<file path="src/rtl/eeprom_wp_pkg.sv">
// Shared constants and types for the serial EEPROM target.
// Assumes a 7-bit bus address made of a fixed high nibble and three strap bits.
package eeprom_wp_pkg;
    localparam int WORD_W   = 8;
    localparam int ADDR_W   = 8;
    localparam int STRAP_W  = 3;
    localparam int DEV_W    = 7;
    localparam logic [DEV_W-STRAP_W-1:0] MEM_HI  = 4'b1010;
    localparam logic [DEV_W-STRAP_W-1:0] LOCK_HI = 4'b0110;

    typedef enum logic [2:0] {
        ST_IDLE,
        ST_CTRL,
        ST_WORD,
        ST_DATA,
        ST_LOCKD,
        ST_READ,
        ST_SKIP
    } bus_state_t;
endpackage

</file>
<file path="src/rtl/eeprom_line_sync.sv">
// Brings SCL and SDA into the clk domain and flags SCL edges, START and STOP.
// Assumes the bus is at least several times slower than clk; idle lines are high.
module eeprom_line_sync #(
    parameter int STAGES = 2
) (
    input  logic clk,
    input  logic rst_n,
    input  logic scl_i,
    input  logic sda_i,
    output logic scl_s,
    output logic sda_s,
    output logic scl_rise,
    output logic scl_fall,
    output logic start_det,
    output logic stop_det
);
    logic [STAGES-1:0] scl_pipe, sda_pipe;
    logic scl_q, sda_q;

    // Synchronizer chains plus one delayed copy for edge detection.
    always_ff @(posedge clk) begin
        if (!rst_n) begin
            scl_pipe <= '1;
            sda_pipe <= '1;
            scl_q    <= 1'b1;
            sda_q    <= 1'b1;
        end else begin
            scl_pipe <= {scl_pipe[STAGES-2:0], scl_i};
            sda_pipe <= {sda_pipe[STAGES-2:0], sda_i};
            scl_q    <= scl_pipe[STAGES-1];
            sda_q    <= sda_pipe[STAGES-1];
        end
    end

    // Edge and bus-condition flags, each one clk wide.
    always_comb begin
        scl_s     = scl_pipe[STAGES-1];
        sda_s     = sda_pipe[STAGES-1];
        scl_rise  = scl_s & ~scl_q;
        scl_fall  = ~scl_s & scl_q;
        start_det = scl_s & scl_q & sda_q & ~sda_s;
        stop_det  = scl_s & scl_q & ~sda_q & sda_s;
    end
endmodule

</file>
<file path="src/rtl/eeprom_array.sv">
// Byte array with a sticky lock that blocks writes to the lower half.
// Assumes one write per clk at most; read is combinational from rd_addr.
module eeprom_array #(
    parameter int AW = 8,
    parameter int DW = 8
) (
    input  logic          clk,
    input  logic          rst_n,
    input  logic          wr_en,
    input  logic [AW-1:0] wr_addr,
    input  logic [DW-1:0] wr_data,
    input  logic [AW-1:0] rd_addr,
    output logic [DW-1:0] rd_data,
    input  logic          lock_set,
    output logic          locked
);
    localparam int DEPTH = 1 << AW;

    logic [DW-1:0] mem [DEPTH];
    logic lock_q;
    logic low_half;

    assign low_half = ~wr_addr[AW-1];

    // Storage update and lock capture; reset clears both.
    always_ff @(posedge clk) begin
        if (!rst_n) begin
            for (int i = 0; i < DEPTH; i++) mem[i] <= '0;
            lock_q <= 1'b0;
        end else begin
            if (lock_set) lock_q <= 1'b1;
            if (wr_en && !(lock_q && low_half)) mem[wr_addr] <= wr_data;
        end
    end

    // Read port and lock status out.
    always_comb begin
        rd_data = mem[rd_addr];
        locked  = lock_q;
    end

    assert_lock_sticky_R7: assert property (@(posedge clk) disable iff (!rst_n)
        lock_q |=> lock_q);

    assert_low_half_held_R6: assert property (@(posedge clk) disable iff (!rst_n)
        (wr_en && lock_q && !wr_addr[AW-1]) |=> (mem[$past(wr_addr)] == $past(mem[wr_addr])));
endmodule

</file>
<file path="src/rtl/eeprom_bus_fsm.sv">
// Bus protocol engine: decodes control bytes, acknowledges, moves the pointer,
// issues array writes and the lock request, and shifts read data out.
// Assumes synchronized lines and single-clk edge flags from eeprom_line_sync.
module eeprom_bus_fsm
    import eeprom_wp_pkg::*;
#(
    parameter int AW = ADDR_W,
    parameter int DW = WORD_W
) (
    input  logic               clk,
    input  logic               rst_n,
    input  logic               scl_s,
    input  logic               sda_s,
    input  logic               scl_rise,
    input  logic               scl_fall,
    input  logic               start_det,
    input  logic               stop_det,
    input  logic [STRAP_W-1:0] strap,
    input  logic               locked,
    input  logic [DW-1:0]      rd_data,
    output logic [AW-1:0]      ptr_o,
    output logic               wr_en,
    output logic [DW-1:0]      wr_data,
    output logic               lock_set,
    output logic               sda_oe
);
    localparam int BCW = $clog2(DW + 1);
    localparam logic [BCW-1:0] BYTE_END = BCW'(DW);

    bus_state_t      state;
    logic [BCW-1:0]  bcnt;
    logic [DW-1:0]   shreg, txb;
    logic [AW-1:0]   ptr;
    logic            ack_slot, mslot;
    logic [DEV_W-1:0] mem_id, lock_id;
    logic            rx_state, byte_done;

    // Address decode and byte-complete strobe.
    always_comb begin
        mem_id    = {MEM_HI, strap};
        lock_id   = {LOCK_HI, strap};
        rx_state  = (state == ST_CTRL) || (state == ST_WORD) ||
                    (state == ST_DATA) || (state == ST_LOCKD);
        byte_done = scl_fall && rx_state && (bcnt == BYTE_END) && !ack_slot;
        wr_en     = byte_done && (state == ST_DATA);
        lock_set  = byte_done && (state == ST_LOCKD);
        wr_data   = shreg;
        ptr_o     = ptr;
    end

    // Bus state machine, bit counter, shifters and SDA drive.
    always_ff @(posedge clk) begin
        if (!rst_n) begin
            state    <= ST_IDLE;
            bcnt     <= '0;
            shreg    <= '0;
            txb      <= '0;
            ptr      <= '0;
            ack_slot <= 1'b0;
            mslot    <= 1'b0;
            sda_oe   <= 1'b0;
        end else if (start_det) begin
            state    <= ST_CTRL;
            bcnt     <= '0;
            ack_slot <= 1'b0;
            mslot    <= 1'b0;
            sda_oe   <= 1'b0;
        end else if (stop_det) begin
            state    <= ST_IDLE;
            bcnt     <= '0;
            ack_slot <= 1'b0;
            mslot    <= 1'b0;
            sda_oe   <= 1'b0;
        end else if (scl_rise) begin
            if (rx_state && bcnt < BYTE_END) begin
                shreg <= {shreg[DW-2:0], sda_s};
                bcnt  <= bcnt + 1'b1;
            end else if (state == ST_READ) begin
                if (mslot) begin
                    if (sda_s) begin
                        state <= ST_SKIP;
                        mslot <= 1'b0;
                    end
                end else if (bcnt < BYTE_END) begin
                    bcnt <= bcnt + 1'b1;
                end
            end
        end else if (scl_fall) begin
            if (ack_slot) begin
                ack_slot <= 1'b0;
                bcnt     <= '0;
                if (state == ST_READ) begin
                    txb    <= rd_data;
                    ptr    <= ptr + 1'b1;
                    sda_oe <= ~rd_data[DW-1];
                end else begin
                    sda_oe <= 1'b0;
                end
            end else if (byte_done) begin
                ack_slot <= 1'b1;
                sda_oe   <= 1'b1;
                case (state)
                    ST_CTRL: begin
                        if (shreg[DW-1:1] == mem_id) begin
                            state <= shreg[0] ? ST_READ : ST_WORD;
                        end else if (shreg[DW-1:1] == lock_id && !shreg[0] && !locked) begin
                            state <= ST_LOCKD;
                        end else begin
                            state    <= ST_SKIP;
                            ack_slot <= 1'b0;
                            sda_oe   <= 1'b0;
                        end
                    end
                    ST_WORD: begin
                        ptr   <= shreg;
                        state <= ST_DATA;
                    end
                    ST_DATA:  ptr   <= ptr + 1'b1;
                    default:  state <= ST_SKIP;
                endcase
            end else if (state == ST_READ) begin
                if (mslot) begin
                    mslot  <= 1'b0;
                    bcnt   <= '0;
                    txb    <= rd_data;
                    ptr    <= ptr + 1'b1;
                    sda_oe <= ~rd_data[DW-1];
                end else if (bcnt == BYTE_END) begin
                    sda_oe <= 1'b0;
                    mslot  <= 1'b1;
                end else begin
                    sda_oe <= ~txb[3'(DW - 1 - int'(bcnt))];
                end
            end
        end
    end

    assert_drive_in_low_R9: assert property (@(posedge clk) disable iff (!rst_n)
        $rose(sda_oe) |-> !scl_s);

    assert_start_restart_R9: assert property (@(posedge clk) disable iff (!rst_n)
        start_det |=> (state == ST_CTRL && !sda_oe));

    assert_stop_release_R9: assert property (@(posedge clk) disable iff (!rst_n)
        stop_det |=> (state == ST_IDLE && !sda_oe));

    assert_lock_from_data_R6: assert property (@(posedge clk) disable iff (!rst_n)
        $rose(locked) |-> $past(state == ST_LOCKD));

    assert_no_lock_ack_R7: assert property (@(posedge clk) disable iff (!rst_n)
        (byte_done && state == ST_CTRL && locked && shreg[DW-1:1] == lock_id) |=> !sda_oe);
endmodule

</file>
<file path="src/rtl/eeprom_wp_target.sv">
// Top level of the serial EEPROM target with a one-time lower-half write lock.
// Assumes an external pull-up on SDA; sda_oe_o high pulls the line low.
module eeprom_wp_target
    import eeprom_wp_pkg::*;
#(
    parameter int SYNC_STAGES = 2
) (
    input  logic               clk,
    input  logic               rst_n,
    input  logic               scl_i,
    input  logic               sda_i,
    input  logic [STRAP_W-1:0] strap_i,
    output logic               sda_oe_o
);
    logic scl_s, sda_s, scl_rise, scl_fall, start_det, stop_det;
    logic locked, wr_en, lock_set;
    logic [ADDR_W-1:0] ptr;
    logic [WORD_W-1:0] rd_data, wr_data;

    eeprom_line_sync #(.STAGES(SYNC_STAGES)) u_sync (
        .clk(clk), .rst_n(rst_n), .scl_i(scl_i), .sda_i(sda_i),
        .scl_s(scl_s), .sda_s(sda_s), .scl_rise(scl_rise), .scl_fall(scl_fall),
        .start_det(start_det), .stop_det(stop_det)
    );

    eeprom_bus_fsm #(.AW(ADDR_W), .DW(WORD_W)) u_fsm (
        .clk(clk), .rst_n(rst_n), .scl_s(scl_s), .sda_s(sda_s),
        .scl_rise(scl_rise), .scl_fall(scl_fall), .start_det(start_det),
        .stop_det(stop_det), .strap(strap_i), .locked(locked), .rd_data(rd_data),
        .ptr_o(ptr), .wr_en(wr_en), .wr_data(wr_data), .lock_set(lock_set),
        .sda_oe(sda_oe_o)
    );

    eeprom_array #(.AW(ADDR_W), .DW(WORD_W)) u_array (
        .clk(clk), .rst_n(rst_n), .wr_en(wr_en), .wr_addr(ptr), .wr_data(wr_data),
        .rd_addr(ptr), .rd_data(rd_data), .lock_set(lock_set), .locked(locked)
    );
endmodule

</file>
<file path="config.mk">
export PLATFORM = sky130hd
export DESIGN_NAME = eeprom_wp_target
export DESIGN_NICKNAME = d
export VERILOG_FILES = /design/src/rtl/eeprom_wp_pkg.sv /design/src/rtl/eeprom_line_sync.sv /design/src/rtl/eeprom_array.sv /design/src/rtl/eeprom_bus_fsm.sv /design/src/rtl/eeprom_wp_target.sv
export SDC_FILE = /design/constraint.sdc
export NUM_CORES = 2
export LEC_CHECK = 0
export BUFFER_PORTS_ARGS = -buffer_cell sky130_fd_sc_hd__buf_2
export CELL_PAD_IN_SITES_DETAIL_PLACEMENT = 0
export CELL_PAD_IN_SITES_GLOBAL_PLACEMENT = 1
export CORE_ASPECT_RATIO = 0.6
export CORE_MARGIN = 2
export CORE_UTILIZATION = 40
export DETAILED_ROUTE_END_ITERATION = 10
export PLACE_DENSITY = 0.72
export SYNTH_ARGS = -nofsm -noshare
export SYNTH_HDL_FRONTEND = slang
export SYNTH_SLANG_ARGS = --single-unit
</file>
<file path="constraint.sdc">
create_clock -name clk -period 6.88 [get_ports clk]
set_input_delay 0.688 -clock clk [delete_from_list [all_inputs] [get_ports clk]]
set_output_delay 0.688 -clock clk [all_outputs]
set_load 0.01 [all_outputs]
</file>
==> results.cfg <==
[status]
status = complete, no violations

[placed_design]
place_inst = 9134
portBuffers = 7
place_hpwl_um = 180000
gp_congestion = 0.877

[global_routing]
grt_first_pass_wirelength_um = 403000
first_global_vias = 53300
grt_max_degree = 125
antenna_found_initial = 11
overflow = 0
grt_util_all_layers_pct = 22.9

[synth]
synth_top_area_cell = edfxtp_1
syn_area_mm2 = 0.0969
postSynthCellCount = 6428
syn-num-nets = 6443
synth_area_leaders = edfxtp_1 63%, mux4_2 14%, and2_1 12%
yosys_warnings = 0
syn_area_per_cell_um2 = 15.1
synth_top_area_share_pct = 63.5
async_flop_share_pct = 0
synth-edff-count = 2048
synth_ff_type = edfxtp_1
synth.distinct_cells = 59
ys_ff_latch = 2097
synth.yosys.seq_area_share_pct = 64.5

[sta]
max_freq_ghz = 0.215
drv_slew = 0
hold_viol = 0
relSlewSlack_pct = 9.06
setup_viol = 0
holdWs_ns = 0.0635
setup_tns_ns = 0
period_minus_slack_ns = 4.64
skew_ns = 0.0522
period_share_pct = 67.5
rsz0062_at_grt = no
worst_slew_pin_slew_ns = 1.35

[setup_path]
slowest_stage = dfxtp_4
worstPathRequired_ns = 7.61
cp_max_fo = 79
path_cells = buf_12 -> mux4_2 -> mux4_2 -> a22o_1 -> a211oi_1 -> o41ai_1 -> a221o_1
path_common_cell = mux4_2
critPathKind = reg -> reg
slowest_delay_ns = 1.12
end_kind = register
crit_path_start_kind = register
arrival_ns = 5.37

[pwr]
pwr-share-comb_pct = 2.9
p_total_uw = 26700
power_leakage_uw = 0.0333
p_int_uw = 21000
p_sw_share_pct = 21.3
vdd_drop_max_uv = 226
clock_power_share_pct = 41.3
pwr-share-seq_pct = 55.8
powerDensity_mw_per_mm2 = 252
p_sw_uw = 5690

[layout]
multi_input_area_mm2 = 0.0319
final_util_pct = 44.1
area_growth_pct = 9.33
ff_latch_area_mm2 = 0.0625
stdcell_count = 9481
finalNetCount = 6174
layout-drive-gt1-share_pct = 16.8
fill_cells = 20900

[clock_tree]
ctsHoldBuffers = 0
clock_sinks = 2097
cts_resized = 0
cts_made_buffers = 195
htreeDepth = 4
worstSkewPairLatency_ns = 0.89
cts-root-buf = clkbuf_16
post_cts_buffers = 0
cts_tree = built
clock_path_buffers = 4
clkTransAtPathRegs_ns = 0.07

[die]
coreArea_mm2 = 0.240
die_y_um = 385
dieWidth_um = 639
fp-row-count = 139
die_area_mm2 = 0.246
ios = 8
initial_core_util_pct = 40.4

[route]
wl_per_cell_um = 29.8
drtPass1Iterations = 5
first_iter_violations = 7969
via_per_inst = 5.88
drc = 0
ant_nets = 0
num_vias = 55800
finalWirelength_um = 283000

[worst_hold_path]
hp-class = in -> reg

[flow_run]
maxCapViolations = 0
[per-stage QoR]
step,cell area (µm²),setup WS [ns]
2_1_floorplan,96900,3.80
3_3_place_gp,99700,2.19
3_5_place_dp,99700,2.13
4_1_cts,106000,2.26
5_1_grt,106000,1.80
6_report,106000,2.24
[cells by family after synthesis]
family,after synthesis,share of synthesized area [%]
multiplexers,674,14.7
buffers and inverters,615,2.69
flip-flops,2097,64.5
XOR/XNOR,4,0.0362
AO/OA/AOI/OAI,436,2.62
AND/OR/NAND/NOR,2594,15.4
adder cells (fa/ha/maj),8,0.103
[final cells by class]
cell class / count / area share [%]
inverter: 14 / 0.0567
sequential: 2097 / 59.0
tap: 3172 / 3.75
clock buffer: 238 / 4.86
multi-input combinational: 3716 / 30.2
clock inverter: 106 / 1.02
antenna: 3 / 0.00709
timing repair buffer: 135 / 1.10
[routing by layer]
layer	share of wire, %	wire length, µm	global-route usage (%)	vias up
met5	0.0053	15	0	-
met4	1.8	4960	4.17	4
li1	-	-	-	23400
met2	39	109000	29.4	3235
met3	16	44700	10.9	311
met1	44	124000	34.8	28800
[worst max-delay path, delay by kind of cell, from the launching register on]
family | cells | cell delay, ns
AOI/OAI and AO/OA | 4 | 1.54
muxes | 2 | 1.14
DFF | 1 | 1.12
buffers and inverters | 1 | 0.53
[registers in the layout (all words and copies together), names as in the netlist, 2 cells and up, named ones only]
name	cells
u_fsm.wr_data	8
u_sync.scl_pipe	2
u_fsm.state	3
u_fsm.txb	8
u_sync.sda_pipe	2
u_array.mem	2048
u_fsm.ptr_o	8
u_fsm.bcnt	4
[synth_stat cells (30+ instances only)]
master	number
a22oi_1	53
and2_1	1811
buf_2	54
buf_4	30
clkbuf_1	475
dfxtp_1	49
edfxtp_1	2048
mux2i_1	75
mux4_2	592
nand2_1	86
nand3_1	36
nor2_1	303
nor2b_1	36
nor3_1	272
o21ai_0	285
[layout by cell type, fill, tap and decap left out, types with 8 or more instances in the layout]
cell        instances
a211oi_1           13
nand2b_1           10
nand3_1            26
and3_1              8
nor4_1              9
inv_1              13
clkinvlp_4          9
o21ai_1            10
nand2_2             8
bufinv_16          21
nor2_1            302
clkinv_1           29
nor3_1            272
dfxtp_4            11
a22oi_1            53
buf_4             115
nand2_1            70
nand2_4             8
buf_12             13
clkinv_2           40
mux4_2            592
edfxtp_1         2048
o21ai_0           276
mux2i_1            75
clkbuf_16         198
clkbuf_1           36
and2_1           1811
dfxtp_1            37
nor2b_1            34
o22ai_1             9
ha_1                8
a21oi_1            27
[worst paths after layout]
path / startpoint / endpoint / slack (ns) / cells after the start
worst max-delay path: register / u_fsm.txb[2] / 2.24 / 7
worst min-delay path: scl_i / u_sync.scl_pipe[0] / 0.06 / 2
worst min register to register: u_sync.scl_pipe[0] / u_sync.scl_pipe[1] / 0.42 / 1
worst max register to register: register / u_fsm.txb[2] / 2.24 / 7
[power groups by stage]
stage	clock network [µW]	logic [µW]	registers, µW
floorplan	0	487	15000
global placement	0	737	15100
detailed placement	0	754	15100
CTS	11100	757	14900
global route	11600	814	14900
finish	11000	773	14900
(Power assumes the default switching activity.)
